===== src/rtl/eeprom_prog_ctrl.sv =====
module eeprom_prog_ctrl #(
  parameter int          ADDR_W    = 6,
  parameter int          ROW_BYTES = 16,
  parameter int          MIN_PULSE = 10000,
  parameter int          CNT_W     = 24,
  parameter int          EEON_BIT  = 0,
  parameter logic [7:0]  CFG_INIT  = 8'hFF
) (
  input  logic              clk,
  input  logic              pwr_rst_n,
  input  logic              rst_n,
  input  logic              bus_valid,
  input  logic              bus_write,
  input  logic [1:0]        bus_space,
  input  logic [ADDR_W-1:0] bus_addr,
  input  logic [7:0]        bus_wdata,
  output logic [7:0]        bus_rdata
);
  localparam int DEPTH = 1 << ADDR_W;
  localparam int ROW_W = $clog2(ROW_BYTES);
  localparam logic [1:0] SP_ARR = 2'd0, SP_CTL = 2'd1, SP_CFG = 2'd2, SP_STS = 2'd3;
  localparam int B_PGM = 0, B_LAT = 1, B_ERS = 2, B_ROW = 3, B_BYTE = 4;

  logic [7:0]        mem [DEPTH];
  logic [7:0]        cfg_mem, cfg_live;
  logic              win_en;
  logic [4:0]        ctrl_q, ctrl_nx;
  logic [5:0]        sts_q, sts_set, sts_clr;
  logic              lat_vld, lat_cfg;
  logic [ADDR_W-1:0] lat_addr;
  logic [7:0]        lat_data;
  logic [CNT_W-1:0]  cnt_q, start_q, elapsed;
  logic [DEPTH-1:0]  hit;

  logic do_wr, do_rd, ctl_wr, sts_wr, arr_rd, data_wr;
  logic both_set, ctl_take, pgm_on, pgm_off, apply, lat_take;
  logic [1:0] unused_wd;

  assign unused_wd = bus_wdata[7:6];
  assign do_wr    = bus_valid & bus_write;
  assign do_rd    = bus_valid & ~bus_write;
  assign ctl_wr   = do_wr & (bus_space == SP_CTL);
  assign sts_wr   = do_wr & (bus_space == SP_STS);
  assign arr_rd   = do_rd & (bus_space == SP_ARR) & win_en;
  assign data_wr  = do_wr & (((bus_space == SP_ARR) & win_en) | (bus_space == SP_CFG));

  assign both_set = ctl_wr & (&(bus_wdata[1:0] & ~ctrl_q[1:0]));
  assign ctl_take = ctl_wr & ~both_set;
  assign ctrl_nx  = bus_wdata[B_LAT] ? bus_wdata[4:0] : 5'd0;
  assign pgm_on   = ctl_take &  ctrl_nx[B_PGM] & ~ctrl_q[B_PGM];
  assign pgm_off  = ctl_take & ~ctrl_nx[B_PGM] &  ctrl_q[B_PGM];
  assign apply    = rst_n & pgm_off & lat_vld;
  assign elapsed  = cnt_q - start_q;
  assign lat_take = data_wr & ctrl_q[B_LAT] & ~lat_vld;

  assign sts_set = {pgm_off & (elapsed < CNT_W'(MIN_PULSE)),
                    arr_rd & ctrl_q[B_LAT],
                    data_wr & ctrl_q[B_LAT] & lat_vld,
                    data_wr & ~ctrl_q[B_LAT],
                    ctl_take & ctrl_nx[B_PGM] & ~lat_vld,
                    both_set};
  assign sts_clr = sts_wr ? bus_wdata[5:0] : 6'd0;

  genvar gi;
  generate
    for (gi = 0; gi < DEPTH; gi++) begin : g_hit
      localparam logic [ADDR_W-1:0] IDX = ADDR_W'(gi);
      assign hit[gi] = (~ctrl_q[B_ERS] | ctrl_q[B_BYTE]) ? (lat_addr == IDX) :
                       ctrl_q[B_ROW] ? ((lat_addr >> ROW_W) == (IDX >> ROW_W)) : 1'b1;
    end
  endgenerate

  always_ff @(posedge clk) begin
    if (!rst_n) begin
      ctrl_q   <= '0;
      sts_q    <= '0;
      lat_vld  <= 1'b0;
      lat_cfg  <= 1'b0;
      lat_addr <= '0;
      lat_data <= '0;
      cnt_q    <= '0;
      start_q  <= '0;
      cfg_live <= pwr_rst_n ? cfg_mem : CFG_INIT;
      win_en   <= pwr_rst_n ? cfg_mem[EEON_BIT] : CFG_INIT[EEON_BIT];
    end else begin
      cnt_q <= cnt_q + 1'b1;
      sts_q <= (sts_q & ~sts_clr) | sts_set;
      if (ctl_take) ctrl_q <= ctrl_nx;
      if (pgm_on) start_q <= cnt_q;
      if (pgm_off) lat_vld <= 1'b0;
      else if (lat_take) begin
        lat_vld  <= 1'b1;
        lat_cfg  <= (bus_space == SP_CFG);
        lat_addr <= bus_addr;
        lat_data <= bus_wdata;
      end
    end
  end

  always_ff @(posedge clk) begin
    if (!pwr_rst_n) begin
      for (int i = 0; i < DEPTH; i++) mem[i] <= 8'hFF;
      cfg_mem <= CFG_INIT;
    end else if (apply) begin
      if (lat_cfg)
        cfg_mem <= ctrl_q[B_ERS] ? 8'hFF : (cfg_mem & lat_data);
      else
        for (int i = 0; i < DEPTH; i++)
          if (hit[i]) mem[i] <= ctrl_q[B_ERS] ? 8'hFF : (mem[i] & lat_data);
    end
  end

  always_comb begin
    case (bus_space)
      SP_ARR:  bus_rdata = win_en ? mem[bus_addr] : 8'h00;
      SP_CTL:  bus_rdata = {3'b000, ctrl_q};
      SP_CFG:  bus_rdata = cfg_live;
      default: bus_rdata = {2'b00, sts_q};
    endcase
  end
endmodule



===== config.mk =====
export PLATFORM = sky130hd
export DESIGN_NAME = eeprom_prog_ctrl
export DESIGN_NICKNAME = d
export VERILOG_FILES = /design/src/rtl/eeprom_prog_ctrl.sv
export SDC_FILE = /design/constraint.sdc
export NUM_CORES = 1
export LEC_CHECK = 0
export ABC_AREA = 0
export BUFFER_PORTS_ARGS = -buffer_cell sky130_fd_sc_hd__buf_2
export CAP_MARGIN = 20
export CORE_MARGIN = 2
export CORE_UTILIZATION = 40
export DETAILED_ROUTE_END_ITERATION = 8
export GPL_ROUTABILITY_DRIVEN = 0
export PLACE_DENSITY = 0.6
export SLEW_MARGIN = 20
export SYNTH_ARGS = -nofsm -noshare
export SYNTH_HDL_FRONTEND = slang
export SYNTH_SLANG_ARGS = --single-unit
export TNS_END_PERCENT = 5

===== constraint.sdc =====
create_clock -name clk -period 5.35 [get_ports clk]
set_input_delay 1.07 -clock clk [delete_from_list [all_inputs] [get_ports clk]]
set_output_delay 1.07 -clock clk [all_outputs]
set_load 0.1 [all_outputs]

==> key figures <==
Outcome
  – Outcome: completed

Synthesis
  – Synth top area share: 52.99%
  – Post-synth top flop: edfxtp_1
  – Syn avg cell area: 12.30 sq um
  – Number of flops mapped to enable cells by yosys: 520
  – Area leader, netlist: edfxtp_1
  – Synthesis warning total: 0
  – Seq/Total Area, Yosys: 58.63%
  – #FFs+latches synth: 603
  – Mapped Area: 29,470 sq um
  – Mapped Nets: 2,439
  – Distinct cells, synth: 60
  – Post-Syn Instances: 2,395
  – Largest cells by area after synthesis: edfxtp_1 (53%), mux4_2 (13%), nand2_1 (7.4%)
  – Asr flop ratio synth: 0%

Routing
  – DRT iter0 DRCs: 2,396
  – Post-route DRC violation count: 0
  – Antenna-violating nets left: 0
  – Final wirelength: 81,090 microns
  – Wire per inst: 23.83 microns
  – Vias/cell: 5.886
  – Vias: 20,030
  – 1st-pass router iterations: 7

Timing
  – F_max: 199.5 MHz
  – Setup TNS: 0 ns
  – Min Tclk post-route: 5.012 ns
  – Final setup skew: 0.02760 ns
  – Tightest Pin Transition: 1.142 ns
  – Part of the cycle the worst path needs: 93.68%
  – Fin. max-slew vios: 0
  – Final Setup Violations: 0
  – Hold Vio Cnt, Final: 0
  – RSZ-0062 raised after global routing: false
  – Rel. slew slack: 23.89%

Critical path
  – Crit start category: input pin
  – Worst r2r dst: sts_q[5]
  – Critical path's slowest cell: mux4_2
  – Slowest Stage Delay on Critical Path: 0.58 ns
  – CP Class: in2out
  – Critical Path Fanout Max: 33
  – Critical Path RT: 4.28 ns
  – Endpoint type of the worst setup path: primary output
  – Data arrival, critical path: 3.94 ns
  – R2r worst-path depth: 10
  – Worst R2R Start: cnt_q[2]
  – Worst-path cell chain: clkbuf_8, mux4_2, mux4_2, mux4_2, nor2b_1, a211oi_1, nor2_1, buf_2
  – Worst R2R Setup Slack: 1.81 ns
  – CP dominant cell by count: mux4_2

CTS
  – # hold bufs at CTS: 0
  – CTS max path bufs: 3
  – Clock tree from TritonCTS: yes
  – TritonCTS Sinks: 603
  – Post-CTS setup buffer count: 0
  – Root Buffer: clkbuf_16
  – Clock latency on the worst-skew pair: 0.61 ns
  – Total CTS buffers: 66
  – H-tree lvl count: 3
  – Reg clk slew, reported paths: 0.06 ns
  – Post-CTS sizing: 0

Floorplanning
  – Core area: 72,960 sq um
  – Rows: 99
  – Die width: 275.4 microns
  – Die ar.: 75,860 sq um
  – Boundary Pins: 29
  – Die Ht: 275.4 microns
  – Initial core utilization: 40.39%

Power and ir drop
  – Static leakage: 10.63 nW
  – Internal power: 0.008061 W
  – Comb power frac: 6.0%
  – Sequential fraction of design power: 50.9%
  – Worst vdd rail ir drop: 261.5 uV
  – PwrDens: 314.8 nW/um^2
  – Net Sw Power: 0.002360 W
  – Clock share of power: 43.0%
  – Switching Share: 22.65%

GRT
  – Number of global-route vias before repair: 19,430
  – First-pass GRT wire length: 123,600 microns
  – Largest net degree at the start of global routing: 175
  – Gr usage total: 21.52%
  – Initial antenna violation count: 1
  – Remaining global-route overflow: 0

Min path
  – Worst hold path type: reg2reg
  – Hold Path Sink: start_q[0]
  – Cells on Worst Hold Path: 2
  – Min-delay src: start_q[0]

Layout
  – Commonest non-fill, non-tap cells in the layout: nand2_1 (580), edfxtp_1 (520), a21o_1 (279)
  – Fin nets: 2,435
  – Area Growth Syn to Fin: 12.35%
  – Non-filler instance count after layout: 3,403
  – Layout Utilization: 45.38%
  – Layout cells sized above 1: 17.52%
  – Most common cell after layout, fill and taps aside: nand2_1

Placement
  – Port buffer count: 28
  – Placed insts: 3,282
  – Hpwl dp: 55,070 microns

Run
  – Max_cap viols: 0
-- registers in the layout, summed over array words and instances (netlist names), 6 cells and up --
name / cells
mem: 512
cnt_q: 24
start_q: 24
cfg_live: 8
cfg_mem: 8
lat_data: 8
lat_addr: 6
sts_q: 6
-- layout make-up --
cell class,count,area [sq um]
Fill cell,6477,39850
Sequential cell,603,17290
Multi-Input combinational cell,1556,11330
Clock buffer,92,1851
Tap cell,959,1200
Timing Repair Buffer,135,1071
Clock inverter,28,257.7
Inverter,29,108.9
Antenna cell,1,2.502
-- through the flow --
step	hold slack [ns]	total power, W	instance area [sq um]	setup WS, ns
final	0.4509	0.01042	33110	0.3383
after global routing	0.4745	0.01072	33110	0.1958
after CTS	0.4525	0.01049	33090	0.3322
after detailed placement	0.4447	0.006031	30980	0.3316
after global placement	0.4395	0.006013	30980	0.3604
after floorplan	0.4318	0.005789	29470	0.2146
-- worst max path at each step --
| stage | depth (start not counted) | from | end | slack, ns |
|---|---|---|---|---|
| floorplan | 7 | bus_addr[0] | bus_rdata[1] | 0.21 |
| global placement | 8 | bus_addr[0] | bus_rdata[7] | 0.36 |
| detailed placement | 8 | bus_addr[0] | bus_rdata[0] | 0.33 |
| CTS | 8 | bus_addr[0] | bus_rdata[0] | 0.33 |
| global route | 8 | bus_addr[0] | bus_rdata[0] | 0.20 |
| finish | 8 | bus_addr[0] | bus_rdata[0] | 0.34 |
-- power groups by stage --
| stage | registers, W | clock network [W] | logic (W) |
|---|---|---|---|
| 2_1_floorplan | 0.00536 | 0 | 0.000433 |
| 3_3_place_gp | 0.00540 | 0 | 0.000608 |
| 3_5_place_dp | 0.00540 | 0 | 0.000630 |
| 4_1_cts | 0.00530 | 0.00455 | 0.000632 |
| 5_1_grt | 0.00531 | 0.00473 | 0.000679 |
| 6_report | 0.00531 | 0.00449 | 0.000630 |
-- synthesized netlist by cell type (all sizes together) (3+ instances only) --
master and n:
a21o 279, a21oi 119, a22oi 4, and2 3, and3 9, buf 39
clkbuf 168, dfxtp 83, edfxtp 520, ha 23, inv 29, mux2i 17
mux4 168, nand2 580, nand2b 21, nand3 18, nand4 8, nor2 79
nor2b 10, nor3 18, nor4 3, o211ai 3, o21a 6, o21ai 90
o21bai 3, or3 37, xnor2 7, xor2 20
-- kinds of logic after synthesis --
group,Yosys count,share of synthesized area (%)
AOI/OAI and AO/OA,523,11.77
xor gates and xnor gates,27,0.8025
adders and majority gates,23,0.9765
buffers and inverters,236,3.099
DFF,603,58.63
muxes,187,13.51
and+or+nand+nor,796,11.22
-- worst max-delay path: cells and delay by family --
family / cells / cell delay (ns)
mux: 3 / 1.65
buf+inv: 2 / 0.69
compound gates: 1 / 0.27
simple gates: 2 / 0.23
-- layer usage --
layer	track usage [%]	vias up	part of all wire, %
li1	-	8810	-
met1	30.85	10140	42
met2	33.07	951	46
met3	4.219	126	9.4
met4	6.714	0	2.6
met5	0	-	0
(Power assumes the default switching activity.)
